[src/rtl/grp_seq_pkg.sv]
package grp_seq_pkg;
  localparam int GRP_LOG2 = 2;
  localparam int GRP_SIZE = 1 << GRP_LOG2;
  localparam int LEN_W    = GRP_LOG2 + 1;

  // Beats from a start offset to the end of its aligned group
  function automatic logic [LEN_W-1:0] span_len(
    input logic [GRP_LOG2-1:0] s_lo,
    input logic [GRP_LOG2-1:0] d_lo,
    input logic                fan_en
  );
    logic [LEN_W-1:0] n;
    if (fan_en && (s_lo == d_lo))
      n = LEN_W'(GRP_SIZE) - {1'b0, s_lo};
    else
      n = LEN_W'(1);
    return n;
  endfunction

  function automatic logic carries_chain(
    input logic [5:0] op,
    input logic [5:0] adc_code,
    input logic [5:0] sbb_code
  );
    return (op == adc_code) || (op == sbb_code);
  endfunction
endpackage

[src/rtl/grp_span_calc.sv]
module grp_span_calc
  import grp_seq_pkg::*;
#(
  parameter int IDX_W  = 16,
  parameter int NSLOT  = 2,
  localparam int SEL_W = (NSLOT > 1) ? $clog2(NSLOT) : 1
) (
  input  logic                 clk,
  input  logic                 rst_n,
  input  logic [IDX_W-1:0]     src,
  input  logic [IDX_W-1:0]     dst,
  input  logic [SEL_W-1:0]     slot,
  input  logic [NSLOT-1:0]     ext_en,
  output logic                 fan_en,
  output logic [LEN_W-1:0]     len
);
  logic [NSLOT-1:0] slot_hit;

  genvar g;
  generate
    for (g = 0; g < NSLOT; g++) begin : g_slot
      assign slot_hit[g] = (slot == SEL_W'(g)) && ext_en[g];
    end
  endgenerate

  assign fan_en = |slot_hit;
  assign len    = span_len(src[GRP_LOG2-1:0], dst[GRP_LOG2-1:0], fan_en);


  len_range_chk: assert property (@(posedge clk) disable iff (!rst_n)
    (len >= LEN_W'(1)) && (len <= LEN_W'(GRP_SIZE)));

  misalign_single_chk: assert property (@(posedge clk) disable iff (!rst_n)
    (src[GRP_LOG2-1:0] != dst[GRP_LOG2-1:0]) |-> (len == LEN_W'(1)));
endmodule

[src/rtl/grp_carry_link.sv]
module grp_carry_link
  import grp_seq_pkg::*;
#(
  parameter int          OP_W     = 6,
  parameter logic [5:0]  ADC_CODE = 6'h05,
  parameter logic [5:0]  SBB_CODE = 6'h07
) (
  input  logic            clk,
  input  logic            rst_n,
  input  logic            load,
  input  logic            load_cin,
  input  logic [OP_W-1:0] op,
  input  logic            step_more,
  input  logic            alu_cout,
  output logic            cin
);
  logic cin_q;
  logic chain_op;

  assign chain_op = carries_chain(6'(op), ADC_CODE, SBB_CODE);

  always_ff @(posedge clk) begin
    if (!rst_n)                     cin_q <= 1'b0;
    else if (load)                  cin_q <= load_cin;
    else if (step_more && chain_op) cin_q <= alu_cout;
  end

  assign cin = cin_q;


  carry_pass_chk: assert property (@(posedge clk) disable iff (!rst_n)
    (step_more && chain_op) |=> (cin == $past(alu_cout)));

  carry_hold_chk: assert property (@(posedge clk) disable iff (!rst_n)
    (step_more && !chain_op) |=> $stable(cin));
endmodule

[src/rtl/grp_beat_ctrl.sv]
module grp_beat_ctrl
  import grp_seq_pkg::*;
#(
  parameter int IDX_W = 16,
  parameter int OP_W  = 6
) (
  input  logic             clk,
  input  logic             rst_n,
  input  logic             req_valid,
  input  logic [IDX_W-1:0] src,
  input  logic [IDX_W-1:0] dst,
  input  logic [OP_W-1:0]  op,
  input  logic [LEN_W-1:0] len,
  output logic             accept,
  output logic             busy,
  output logic [IDX_W-1:0] cur_src,
  output logic [IDX_W-1:0] cur_dst,
  output logic [OP_W-1:0]  cur_op,
  output logic             last,
  output logic             step_more,
  output logic             done
);
  logic             busy_q, done_q;
  logic [IDX_W-1:0] src_q, dst_q;
  logic [OP_W-1:0]  op_q;
  logic [LEN_W-1:0] left_q;

  assign accept    = req_valid && !busy_q;
  assign last      = busy_q && (left_q == LEN_W'(1));
  assign step_more = busy_q && !last;

  always_ff @(posedge clk) begin
    if (!rst_n) begin
      busy_q <= 1'b0;
      done_q <= 1'b0;
      src_q  <= '0;
      dst_q  <= '0;
      op_q   <= '0;
      left_q <= '0;
    end else begin
      done_q <= last;
      if (accept) begin
        busy_q <= 1'b1;
        src_q  <= src;
        dst_q  <= dst;
        op_q   <= op;
        left_q <= len;
      end else if (last) begin
        busy_q <= 1'b0;
      end else if (busy_q) begin
        src_q  <= src_q + IDX_W'(1);
        dst_q  <= dst_q + IDX_W'(1);
        left_q <= left_q - LEN_W'(1);
      end
    end
  end

  assign busy    = busy_q;
  assign cur_src = src_q;
  assign cur_dst = dst_q;
  assign cur_op  = op_q;
  assign done    = done_q;


  take_when_idle_chk: assert property (@(posedge clk) disable iff (!rst_n)
    accept |=> busy);

  finish_pulse_chk: assert property (@(posedge clk) disable iff (!rst_n)
    last |=> (done && !busy));

  stay_in_group_chk: assert property (@(posedge clk) disable iff (!rst_n)
    step_more |-> (cur_src[GRP_LOG2-1:0] != {GRP_LOG2{1'b1}}));

  index_step_chk: assert property (@(posedge clk) disable iff (!rst_n)
    step_more |=> (busy && cur_src == $past(cur_src) + IDX_W'(1)
                   && cur_dst == $past(cur_dst) + IDX_W'(1) && $stable(cur_op)));
endmodule

[src/rtl/grp_ext_seq.sv]
module grp_ext_seq
  import grp_seq_pkg::*;
#(
  parameter int         IDX_W    = 16,
  parameter int         OP_W     = 6,
  parameter logic [5:0] ADC_CODE = 6'h05,
  parameter logic [5:0] SBB_CODE = 6'h07
) (
  input  logic             clk,
  input  logic             rst_n,
  input  logic             req_valid,
  input  logic [IDX_W-1:0] req_src,
  input  logic [IDX_W-1:0] req_dst,
  input  logic [OP_W-1:0]  req_op,
  input  logic             req_slot,
  input  logic [1:0]       req_ext_en,
  input  logic             req_cin,
  input  logic             alu_cout,
  output logic             busy,
  output logic             issue_valid,
  output logic [IDX_W-1:0] issue_src,
  output logic [IDX_W-1:0] issue_dst,
  output logic [OP_W-1:0]  issue_op,
  output logic             issue_cin,
  output logic             issue_last,
  output logic             done
);
  logic             fan_en;
  logic [LEN_W-1:0] len;
  logic             accept;
  logic             step_more;
  logic             busy_w;

  grp_span_calc #(.IDX_W(IDX_W), .NSLOT(2)) u_span (
    .clk    (clk),
    .rst_n  (rst_n),
    .src    (req_src),
    .dst    (req_dst),
    .slot   (req_slot),
    .ext_en (req_ext_en),
    .fan_en (fan_en),
    .len    (len)
  );

  grp_beat_ctrl #(.IDX_W(IDX_W), .OP_W(OP_W)) u_ctrl (
    .clk       (clk),
    .rst_n     (rst_n),
    .req_valid (req_valid),
    .src       (req_src),
    .dst       (req_dst),
    .op        (req_op),
    .len       (len),
    .accept    (accept),
    .busy      (busy_w),
    .cur_src   (issue_src),
    .cur_dst   (issue_dst),
    .cur_op    (issue_op),
    .last      (issue_last),
    .step_more (step_more),
    .done      (done)
  );

  grp_carry_link #(.OP_W(OP_W), .ADC_CODE(ADC_CODE), .SBB_CODE(SBB_CODE)) u_carry (
    .clk       (clk),
    .rst_n     (rst_n),
    .load      (accept),
    .load_cin  (req_cin),
    .op        (issue_op),
    .step_more (step_more),
    .alu_cout  (alu_cout),
    .cin       (issue_cin)
  );

  assign busy        = busy_w;
  assign issue_valid = busy_w;


  slot_pick_chk: assert property (@(posedge clk) disable iff (!rst_n)
    (fan_en == (req_slot ? req_ext_en[1] : req_ext_en[0])));

  busy_ignore_chk: assert property (@(posedge clk) disable iff (!rst_n)
    (busy && req_valid && !issue_last) |=> (busy && issue_op == $past(issue_op)));
endmodule

[config.mk]
export PLATFORM = sky130hd
export DESIGN_NAME = grp_ext_seq
export DESIGN_NICKNAME = d
export VERILOG_FILES = /design/src/rtl/grp_seq_pkg.sv /design/src/rtl/grp_span_calc.sv /design/src/rtl/grp_carry_link.sv /design/src/rtl/grp_beat_ctrl.sv /design/src/rtl/grp_ext_seq.sv
export SDC_FILE = /design/constraint.sdc
export NUM_CORES = 1
export LEC_CHECK = 0
export ABC_AREA = 1
export BUFFER_PORTS_ARGS = -buffer_cell sky130_fd_sc_hd__clkbuf_2
export CORE_AREA = 2 2 90 92
export DETAILED_ROUTE_END_ITERATION = 8
export DIE_AREA = 0 0 92 94
export PLACE_DENSITY_LB_ADDON = 0.1
export SLEW_MARGIN = 5
export SYNTH_ARGS = -nofsm -noshare
export SYNTH_HDL_FRONTEND = slang
export SYNTH_HIERARCHICAL = 1
export SYNTH_SLANG_ARGS = --single-unit
export TNS_END_PERCENT = 30
[constraint.sdc]
create_clock -name clk -period 3.4 [get_ports clk]
set_input_delay 0.17 -clock clk [delete_from_list [all_inputs] [get_ports clk]]
set_output_delay 0.17 -clock clk [all_outputs]
set_load 0.01 [all_outputs]
# Word-level counts from Yosys, hierarchy flattened
# Cells that the tools add are included.
# op_classes
n_reduce_logical	15
bitwise	1
n_mux	14
n_addsub	4
n_eq_ne	5
# op_table
op	n
$mux 16	6
$add 16x1->16 const B	2
$eq 6x3->1 const B	2
$mux 3	4
$logic_and 1x1->1	7
$reduce_bool 2->1	3
$mux 1	4
$eq 3x1->1 const B	1
$sub 3x1->3 const B	1
$sub 3x2->3 const A	1
$eq 2x2->1	1
$logic_not 1->1	2
$ne 2x2->1 const B	1
$reduce_and 2->1	1
$reduce_or 2->1	1
$logic_or 1x1->1	1
$not 1->1	1
# totals
output_inout_bits	43
ff_bits	44

# Logic depth before layout (Yosys ltp)
# Gate-level depths: netlist of the first run.
# logic_depth
depth_word	7
mapped_depth	13
depth_no_buf	11

# By module
# The synthesis of the first run kept the hierarchy.
# by_module_without_submodules
mod	cells_per_inst	area_per_inst_um2	n_inst	seq_area_each_um2
grp_beat_ctrl	420	2578.7	1	860.8
grp_carry_link	16	95.1	1	20.0
grp_span_calc	17	86.3	1	0.0
grp_ext_seq	1	7.5	1	0.0

# Least setup slack after synthesis of the first run
# No wires, ideal clock.
# synth_timing
path_kind	register to register
from	register u_ctrl.left_q[1]
to	register u_carry.cin_q, in the netlist u_carry/cin
path_slack_ps	1873
arrival_time_ps	1412
required_time_ps	3285
synth_period_minus_slack_ps	1527
path_stages_with_launch	13
n_path_buf	2
cell_sequence	dfxtp_1 -> inv_1 -> ha_1 -> nand2_2 -> nand2_4 -> inv_2 -> buf_4 -> buf_4 -> nand2_1 -> inv_1 -> nand3_2 -> a21oi_1 -> nor2_1
# synth_via
elab_chain_len	6
# synth_rtl
element	line_no	source
start, declared	grp_beat_ctrl.sv:26	logic [LEN_W-1:0] left_q;
start signal, assigned	grp_beat_ctrl.sv:47	left_q <= len;
start signal, assigned	grp_beat_ctrl.sv:53	left_q <= left_q - LEN_W'(1);
$eq 3x1->1	grp_beat_ctrl.sv:29	assign last = busy_q && (left_q == LEN_W'(1));
$logic_and 1x1->1	grp_beat_ctrl.sv:29	
$logic_not 1->1	grp_beat_ctrl.sv:30	assign step_more = busy_q && !last;
$logic_and 1x1->1	grp_beat_ctrl.sv:30	
net step_more	grp_ext_seq.sv:31	logic step_more;
$logic_and 1x1->1	grp_carry_link.sv:25	else if (step_more && chain_op) cin_q <= alu_cout;
$reduce_bool 2->1 (no source line)	n/a	
end signal, assigned	grp_carry_link.sv:24	else if (load) cin_q <= load_cin;
end signal, assigned	grp_carry_link.sv:25	
end, declared	grp_carry_link.sv:17	logic cin_q;
# The timed path passes the listed nets, and every way through them passes these cells.
# A chain may end at the register's enable or synchronous reset.

# Worst setup path after layout of the first run
# layout_timing
from	register u_ctrl.left_q[1]
to	register u_ctrl.dst_q[10], in the netlist u_ctrl/cur_dst[10]
# layout_via
elab_chain_len	4
# layout_rtl
element	line_no	source
$eq 3x1->1	grp_beat_ctrl.sv:29	
$logic_and 1x1->1	grp_beat_ctrl.sv:29	
$ne 2x2->1 (no source line)	n/a	
$reduce_and 2->1 (no source line)	n/a	
end signal, assigned	grp_beat_ctrl.sv:45	dst_q <= dst;
end signal, assigned	grp_beat_ctrl.sv:52	dst_q <= dst_q + IDX_W'(1);
end, declared	grp_beat_ctrl.sv:24	logic [IDX_W-1:0] src_q, dst_q;
# Every way passes these cells.

==> impl_metrics.prom, run 1 <==
# TYPE chip_impl_metric gauge
chip_impl_metric{name="cts.repair.resized",unit=""} 0
chip_impl_metric{name="post_drt_wl_per_cell",unit="µm"} 12.5
chip_impl_metric{name="synth_largest_type_area_fraction",unit="%"} 31.8
chip_impl_metric{name="yosysWarnings",unit=""} 6
chip_impl_metric{name="num-nets-final",unit=""} 582
chip_impl_metric{name="leakage",unit="nW"} 1.58
chip_impl_info{name="grt_setup_unrepaired",value="no"} 1
chip_impl_metric{name="synth_sequential_area_ratio",unit="%"} 31.8
chip_impl_metric{name="fmax",unit="MHz"} 477
chip_impl_metric{name="die_width",unit="µm"} 92
chip_impl_metric{name="slew_viol_final",unit=""} 0
chip_impl_info{name="setup.worst_path.class",value="flop to flop"} 1
chip_impl_metric{name="synth_fp_nets",unit=""} 505
chip_impl_metric{name="worst-endpoint-arrival",unit="ns"} 2.30
chip_impl_metric{name="worst_hold_slack",unit="ns"} 0.0931
chip_impl_metric{name="worst_path_required_time",unit="ns"} 3.61
chip_impl_metric{name="clkTransAtPathRegs",unit="ns"} 0.10
chip_impl_metric{name="die_area",unit="mm²"} 0.00865
chip_impl_metric{name="dp_hpwl",unit="µm"} 5690
chip_impl_metric{name="pin_count_of_the_biggest_net_entering_global_routing",unit=""} 50
chip_impl_metric{name="ant_nets",unit=""} 0
chip_impl_metric{name="yosys_register_bits",unit=""} 44
chip_impl_metric{name="detailedRoute.firstIterationViolations",unit=""} 115
chip_impl_metric{name="post_cts_buffers",unit=""} 0
chip_impl_metric{name="cts.htree.levels",unit=""} 2
chip_impl_metric{name="first_global_vias",unit=""} 2923
chip_impl_metric{name="worstSkewPairLatency",unit="ns"} 0.31
chip_impl_metric{name="timing.max_slew.rel_slack",unit="%"} 40.6
chip_impl_metric{name="vdd_drop_max",unit="mV"} 0.181
chip_impl_metric{name="synth_edf_count",unit=""} 0
chip_impl_metric{name="post_synth_instance_area",unit="mm²"} 0.00277
chip_impl_metric{name="vias_per_cell",unit=""} 4.86
chip_impl_metric{name="numCtsBuffers",unit=""} 5
chip_impl_metric{name="finalSetupViolations",unit=""} 0
chip_impl_metric{name="critical_path.max_fanout",unit=""} 31
chip_impl_metric{name="cap_viol_max_count",unit=""} 0
chip_impl_metric{name="wirelength",unit="µm"} 7910
chip_impl_metric{name="drive_gt1_share",unit="%"} 21.2
chip_impl_metric{name="dr.pass1.iters",unit=""} 4
chip_impl_metric{name="core-area",unit="mm²"} 0.00761
chip_impl_info{name="tritoncts",value="done"} 1
chip_impl_info{name="synth-main-ff-cell",value="sky130_fd_sc_hd__dfxtp_1"} 1
chip_impl_metric{name="grt_use_total",unit="%"} 19.5
chip_impl_metric{name="antennaDiodeCount",unit=""} 0
chip_impl_metric{name="layout_worst_path_cycle_share",unit="%"} 61.7
chip_impl_metric{name="remaining_drc_errors",unit=""} 0
chip_impl_metric{name="timing.clock.skew",unit="ns"} 0.0121
chip_impl_metric{name="hold_buffers",unit=""} 0
chip_impl_metric{name="initial_core_util",unit="%"} 36.4
chip_impl_metric{name="timing.setup.tns",unit="ns"} 0
chip_impl_metric{name="worst_pin_slew",unit="ns"} 0.890
chip_impl_metric{name="timing_hold_violations_final",unit=""} 0
chip_impl_metric{name="p_per_area",unit="mW/mm²"} 400
chip_impl_metric{name="async_reset_ff_share",unit="%"} 0
chip_impl_info{name="setup.worst_path.start_class",value="flop"} 1
chip_impl_metric{name="grt_first_pass_wirelength",unit="µm"} 13600
chip_impl_metric{name="grt_overflow",unit=""} 0
chip_impl_metric{name="portBuffers",unit=""} 88
chip_impl_info{name="synth_area_leader_cell",value="sky130_fd_sc_hd__dfxtp_1"} 1
chip_impl_info{name="post_synth_main_area_contributors",value="sky130_fd_sc_hd__dfxtp_1 (32%), sky130_fd_sc_hd__nand2_1 (15%), sky130_fd_sc_hd__nor2_1 (11%), sky130_fd_sc_hd__nand3_1 (6.3%), sky130_fd_sc_hd__inv_1 (6.1%)"} 1
chip_impl_metric{name="antenna_found_initial",unit=""} 0
chip_impl_metric{name="utilization_after_layout",unit="%"} 43.8
chip_impl_info{name="crit_path_end_kind",value="flop"} 1
chip_impl_metric{name="netlist_instances",unit=""} 454
chip_impl_metric{name="syn2layout_area_growth",unit="%"} 20.3
chip_impl_info{name="root_buffer",value="sky130_fd_sc_hd__clkbuf_8"} 1
chip_impl_info{name="outcome",value="finished clean"} 1
chip_impl_metric{name="via_count",unit=""} 3084
chip_impl_metric{name="die_h",unit="µm"} 94
chip_impl_metric{name="post_synth_num_cell_types",unit=""} 33
chip_impl_metric{name="max_buffers_root_to_sink",unit=""} 2
chip_impl_metric{name="floorplan.io_pins",unit=""} 89
chip_impl_metric{name="post-layout-total-power",unit="mW"} 1.33
chip_impl_metric{name="tritoncts_num_sinks",unit=""} 44
chip_impl_info{name="timing.hold.worst.class",value="primary input to flop"} 1
chip_impl_metric{name="avgSynthCellArea",unit="µm²"} 6.10
chip_impl_metric{name="globalplace.congestion",unit=""} 0.827
chip_impl_metric{name="layout_min_cycle_time",unit="ns"} 2.10
chip_impl_metric{name="rows",unit=""} 32
## cell type report
class                           instances  area, µm²
Clock buffer                            5       68.8
Clock inverter                          3       23.8
Fill cell                             841       4280
Inverter                               50        188
Multi-Input combinational cell        340       1590
Sequential cell                        44        881
Tap cell                              102        128
Timing Repair Buffer                   90        455
## worst paths after layout
check | cells after the start | from | slack, ns | to
worst min register to register | 2 | u_ctrl/cur_op[1] | 0.51 | u_ctrl/cur_op[1]
worst max register to register | 10 | u_ctrl/left_q[1] | 1.30 | u_ctrl/cur_dst[10]
worst max-delay path | 10 | u_ctrl/left_q[1] | 1.30 | u_ctrl/cur_dst[10]
worst min-delay path | 3 | req_op[3] | 0.09 | u_ctrl/cur_op[3]
## stage by stage
step	setup WS, ns	instances	instance area, µm²
floorplan	1.87	454	2770
global placement	1.32	626	3240
detailed placement	1.31	626	3240
CTS	1.29	634	3330
global route	1.06	634	3330
finish	1.30	634	3330
## worst max-delay path, cell delays in order (launching register included)
cell and delay [ns]:
sky130_fd_sc_hd__dfxtp_1 0.33, sky130_fd_sc_hd__inv_1 0.05, sky130_fd_sc_hd__ha_1 0.18, sky130_fd_sc_hd__nand2_2 0.10, sky130_fd_sc_hd__nand2_4 0.11, sky130_fd_sc_hd__inv_2 0.40, sky130_fd_sc_hd__nor2_2 0.04, sky130_fd_sc_hd__buf_4 0.25
sky130_fd_sc_hd__inv_2 0.25, sky130_fd_sc_hd__o21ai_0 0.12, sky130_fd_sc_hd__and2_1 0.15
## placed cells by master, fill, tap and decap left out, types with 2 or more instances in the layout
| master | n |
|---|---|
| sky130_fd_sc_hd__a211oi_1 | 3 |
| sky130_fd_sc_hd__a21oi_1 | 26 |
| sky130_fd_sc_hd__a31oi_1 | 6 |
| sky130_fd_sc_hd__buf_4 | 2 |
| sky130_fd_sc_hd__clkbuf_2 | 88 |
| sky130_fd_sc_hd__clkbuf_8 | 5 |
| sky130_fd_sc_hd__clkinvlp_4 | 2 |
| sky130_fd_sc_hd__dfxtp_1 | 44 |
| sky130_fd_sc_hd__ha_1 | 5 |
| sky130_fd_sc_hd__inv_1 | 45 |
| sky130_fd_sc_hd__inv_2 | 4 |
| sky130_fd_sc_hd__nand2_1 | 112 |
| sky130_fd_sc_hd__nand3_1 | 35 |
| sky130_fd_sc_hd__nand3_2 | 2 |
| sky130_fd_sc_hd__nand4_1 | 8 |
| sky130_fd_sc_hd__nor2_1 | 84 |
| sky130_fd_sc_hd__nor2_2 | 4 |
| sky130_fd_sc_hd__nor3_1 | 12 |
| sky130_fd_sc_hd__o211ai_1 | 3 |
| sky130_fd_sc_hd__o21ai_0 | 10 |
| sky130_fd_sc_hd__o21ai_1 | 14 |
| sky130_fd_sc_hd__o22ai_1 | 4 |
| sky130_fd_sc_hd__or2_0 | 3 |
## routing by layer
| metal | vias up | GRT usage (%) | part of all wire (%) |
|---|---|---|---|
| met2 | 79 | 32.7 | 47 |
| met5 | - | 0 | 0 |
| li1 | 1615 | - | - |
| met4 | 0 | 5.85 | 1.0 |
| met3 | 6 | 3.37 | 5.2 |
| met1 | 1384 | 25.5 | 46 |
## synth_stat cells (all sizes together), types with 4 or more instances
cell / number
o22ai: 4
nor2: 89
a21oi: 26
nand2: 114
a31oi: 6
ha: 5
o21ai: 25
buf: 15
nand4: 8
or2: 4
dfxtp: 44
inv: 49
clkbuf: 5
nand3: 37
nor3: 12
## power by group
| group | switching (mW) | internal [mW] | total (mW) |
|---|---|---|---|
| Combinational | 0.219 | 0.137 | 0.357 |
| Sequential | 0.0608 | 0.568 | 0.629 |
| Clock | 0.201 | 0.146 | 0.347 |
## registers in the layout (all words and copies together) (netlist names)
name / flops
u_ctrl/done: 1
u_carry/cin: 1
u_ctrl/cur_dst: 16
u_ctrl/busy: 1
u_ctrl/cur_src: 16
u_ctrl/cur_op: 6
u_ctrl/left_q: 3
## cells by family after synthesis
group	Yosys count	synth area share [%]
flops	44	31.8
xor+xnor	1	0.317
compound gates	69	14.1
fa+ha+maj	5	2.26
buf+inv	70	10.8
simple gates	265	40.7
(Power assumes the default switching activity.)
==> run 2: changes to the inputs <==
- clock period: 3.4 -> 1.9 ns (I/O delays scaled with it)
==> run 2 against run 1 <==
- clock skew fell by 0.0059 ns
- worst hold slack got worse by 0.074 ns
- wire length rose by 1.1%
- largest cell class unchanged
- critical path type unchanged
- global-route usage fell by 0.46 points
==> impl_metrics.prom, run 2 (synthesis gave the netlist of run 1 again) <==
# TYPE chip_impl_metric gauge
chip_impl_info{name="tritoncts",value="done"} 1
chip_impl_info{name="setup.worst_path.class",value="flop to flop"} 1
chip_impl_metric{name="finalSetupViolations",unit=""} 0
chip_impl_metric{name="grt_first_pass_wirelength",unit="µm"} 13300
chip_impl_metric{name="p_per_area",unit="mW/mm²"} 736
chip_impl_info{name="grt_setup_unrepaired",value="no"} 1
chip_impl_metric{name="grt_use_total",unit="%"} 19.0
chip_impl_metric{name="rows",unit=""} 32
chip_impl_metric{name="cap_viol_max_count",unit=""} 0
chip_impl_info{name="layout_common_cells",value="sky130_fd_sc_hd__nand2_1 (112), sky130_fd_sc_hd__clkbuf_2 (88), sky130_fd_sc_hd__nor2_1 (84)"} 1
chip_impl_metric{name="utilization_after_layout",unit="%"} 45.1
chip_impl_metric{name="die_h",unit="µm"} 94
chip_impl_metric{name="worst_pin_slew",unit="ns"} 0.444
chip_impl_metric{name="route.met2.wl",unit="µm"} 3870
chip_impl_info{name="outcome",value="finished clean"} 1
chip_impl_metric{name="remaining_drc_errors",unit=""} 0
chip_impl_info{name="crit_path_end_kind",value="flop"} 1
chip_impl_metric{name="cell_internal_pwr",unit="mW"} 1.68
chip_impl_metric{name="dp_hpwl",unit="µm"} 6090
chip_impl_metric{name="post_drt_wl_per_cell",unit="µm"} 12.4
chip_impl_metric{name="vias_per_cell",unit=""} 4.82
chip_impl_metric{name="floorplan.io_pins",unit=""} 89
chip_impl_metric{name="die_area",unit="mm²"} 0.00865
chip_impl_metric{name="ant_nets",unit=""} 0
chip_impl_metric{name="max_buffers_root_to_sink",unit=""} 2
chip_impl_metric{name="drive_gt1_share",unit="%"} 22.5
chip_impl_metric{name="fmax",unit="MHz"} 622
chip_impl_metric{name="combPwrFrac",unit="%"} 26.7
chip_impl_metric{name="cts.htree.levels",unit=""} 2
chip_impl_metric{name="worst_path_required_time",unit="ns"} 2.10
chip_impl_metric{name="die_width",unit="µm"} 92
chip_impl_metric{name="worst-endpoint-arrival",unit="ns"} 1.81
chip_impl_metric{name="leakage",unit="nW"} 1.65
chip_impl_metric{name="layout_min_cycle_time",unit="ns"} 1.61
chip_impl_metric{name="power.switching_fraction",unit="%"} 33.4
chip_impl_metric{name="portBuffers",unit=""} 88
chip_impl_metric{name="layout_worst_path_cycle_share",unit="%"} 84.7
chip_impl_metric{name="clkTransAtPathRegs",unit="ns"} 0.09
chip_impl_metric{name="psw",unit="µW"} 844
chip_impl_metric{name="wirelength",unit="µm"} 8000
chip_impl_metric{name="timing.max_slew.rel_slack",unit="%"} 70.4
chip_impl_metric{name="cts.repair.resized",unit=""} 0
chip_impl_metric{name="dr.pass1.iters",unit=""} 4
chip_impl_metric{name="timing.setup.tns",unit="ns"} 0
chip_impl_metric{name="vdd_drop_max",unit="mV"} 0.363
chip_impl_metric{name="route.met3.wl",unit="µm"} 483
chip_impl_metric{name="antennaDiodeCount",unit=""} 0
chip_impl_metric{name="worstSkewPairLatency",unit="ns"} 0.30
chip_impl_metric{name="grt_overflow",unit=""} 0
chip_impl_metric{name="tritoncts_num_sinks",unit=""} 44
chip_impl_metric{name="m1WireLength",unit="µm"} 3540
chip_impl_metric{name="numCtsBuffers",unit=""} 5
chip_impl_info{name="setup.worst_path.start_class",value="flop"} 1
chip_impl_metric{name="critical_path.max_fanout",unit=""} 5
chip_impl_metric{name="detailedRoute.firstIterationViolations",unit=""} 106
chip_impl_info{name="timing.hold.worst.class",value="primary input to flop"} 1
chip_impl_metric{name="hold_buffers",unit=""} 0
chip_impl_metric{name="post_cts_buffers",unit=""} 0
chip_impl_info{name="top_layer_used",value="met4"} 1
chip_impl_info{name="root_buffer",value="sky130_fd_sc_hd__clkbuf_8"} 1
chip_impl_metric{name="antenna_found_initial",unit=""} 0
chip_impl_metric{name="timing.clock.skew",unit="ns"} 0.00624
chip_impl_metric{name="via_count",unit=""} 3106
chip_impl_metric{name="num-nets-final",unit=""} 592
chip_impl_metric{name="timing_hold_violations_final",unit=""} 0
chip_impl_metric{name="globalplace.congestion",unit=""} 0.849
chip_impl_metric{name="first_global_vias",unit=""} 2906
chip_impl_info{name="layout.cells.most_common",value="sky130_fd_sc_hd__nand2_1"} 1
chip_impl_metric{name="pin_count_of_the_biggest_net_entering_global_routing",unit=""} 25
chip_impl_metric{name="core-area",unit="mm²"} 0.00761
chip_impl_metric{name="slew_viol_final",unit=""} 0
chip_impl_metric{name="pwr-share-seq",unit="%"} 44.5
chip_impl_metric{name="syn2layout_area_growth",unit="%"} 24.1
chip_impl_metric{name="clock_power_share",unit="%"} 28.8
chip_impl_metric{name="initial_core_util",unit="%"} 36.4
run 2: worst paths after layout:
check                                        start                 end  slack [ns]  cells past startpoint
worst min-delay path                     req_op[0]    u_ctrl/cur_op[0]        0.02                      3
worst max register to register   u_ctrl/cur_dst[1]  u_ctrl/cur_dst[10]        0.29                      7
worst min register to register  u_ctrl/cur_dst[15]  u_ctrl/cur_dst[15]        0.51                      2
worst max-delay path             u_ctrl/cur_dst[1]  u_ctrl/cur_dst[10]        0.29                      7
run 2: critical path, stage by stage, from the launching register on:
cell and delay (ns):
sky130_fd_sc_hd__dfxtp_1 0.41, sky130_fd_sc_hd__ha_1 0.24, sky130_fd_sc_hd__nand3_1 0.17, sky130_fd_sc_hd__nor2_1 0.21, sky130_fd_sc_hd__nand2_1 0.10, sky130_fd_sc_hd__nor3_1 0.14, sky130_fd_sc_hd__o21ai_0 0.09, sky130_fd_sc_hd__and2_1 0.15
run 2: per-layer routing:
metal  global-route usage, %  vias to the layer above
met5                       0                        -
met4                    5.22                        0
met3                    3.69                        8
met2                    33.5                       87
met1                    23.7                     1374
li1                        -                     1637
run 2: final cells by class:
type,instances,area (µm²)
Tap cell,102,128
Inverter,50,188
Clock buffer,6,72.6
Multi-Input combinational cell,340,1590
Timing Repair Buffer,100,543
Sequential cell,44,881
Clock inverter,2,35.0
Fill cell,847,4170
run 2: per-stage QoR:
step	power, mW	cell area [µm²]	hold WS (ns)	worst slack [ns]	instances
floorplan	1.57	2770	0.216	0.373	454
global placement	1.82	3330	0.316	0.354	636
detailed placement	1.83	3330	0.325	0.324	636
CTS	2.56	3430	0.00637	0.309	644
global route	2.70	3430	0.0221	0.110	644
finish	2.53	3430	0.0189	0.291	644
run 2: power by group through the flow:
stage,Clock [mW],Sequential [mW],Combinational [mW]
final,0.727,1.12,0.676
after global routing,0.787,1.14,0.769
after CTS,0.751,1.13,0.683
after detailed placement,0,1.15,0.680
after global placement,0,1.15,0.674
after floorplan,0,1.16,0.406
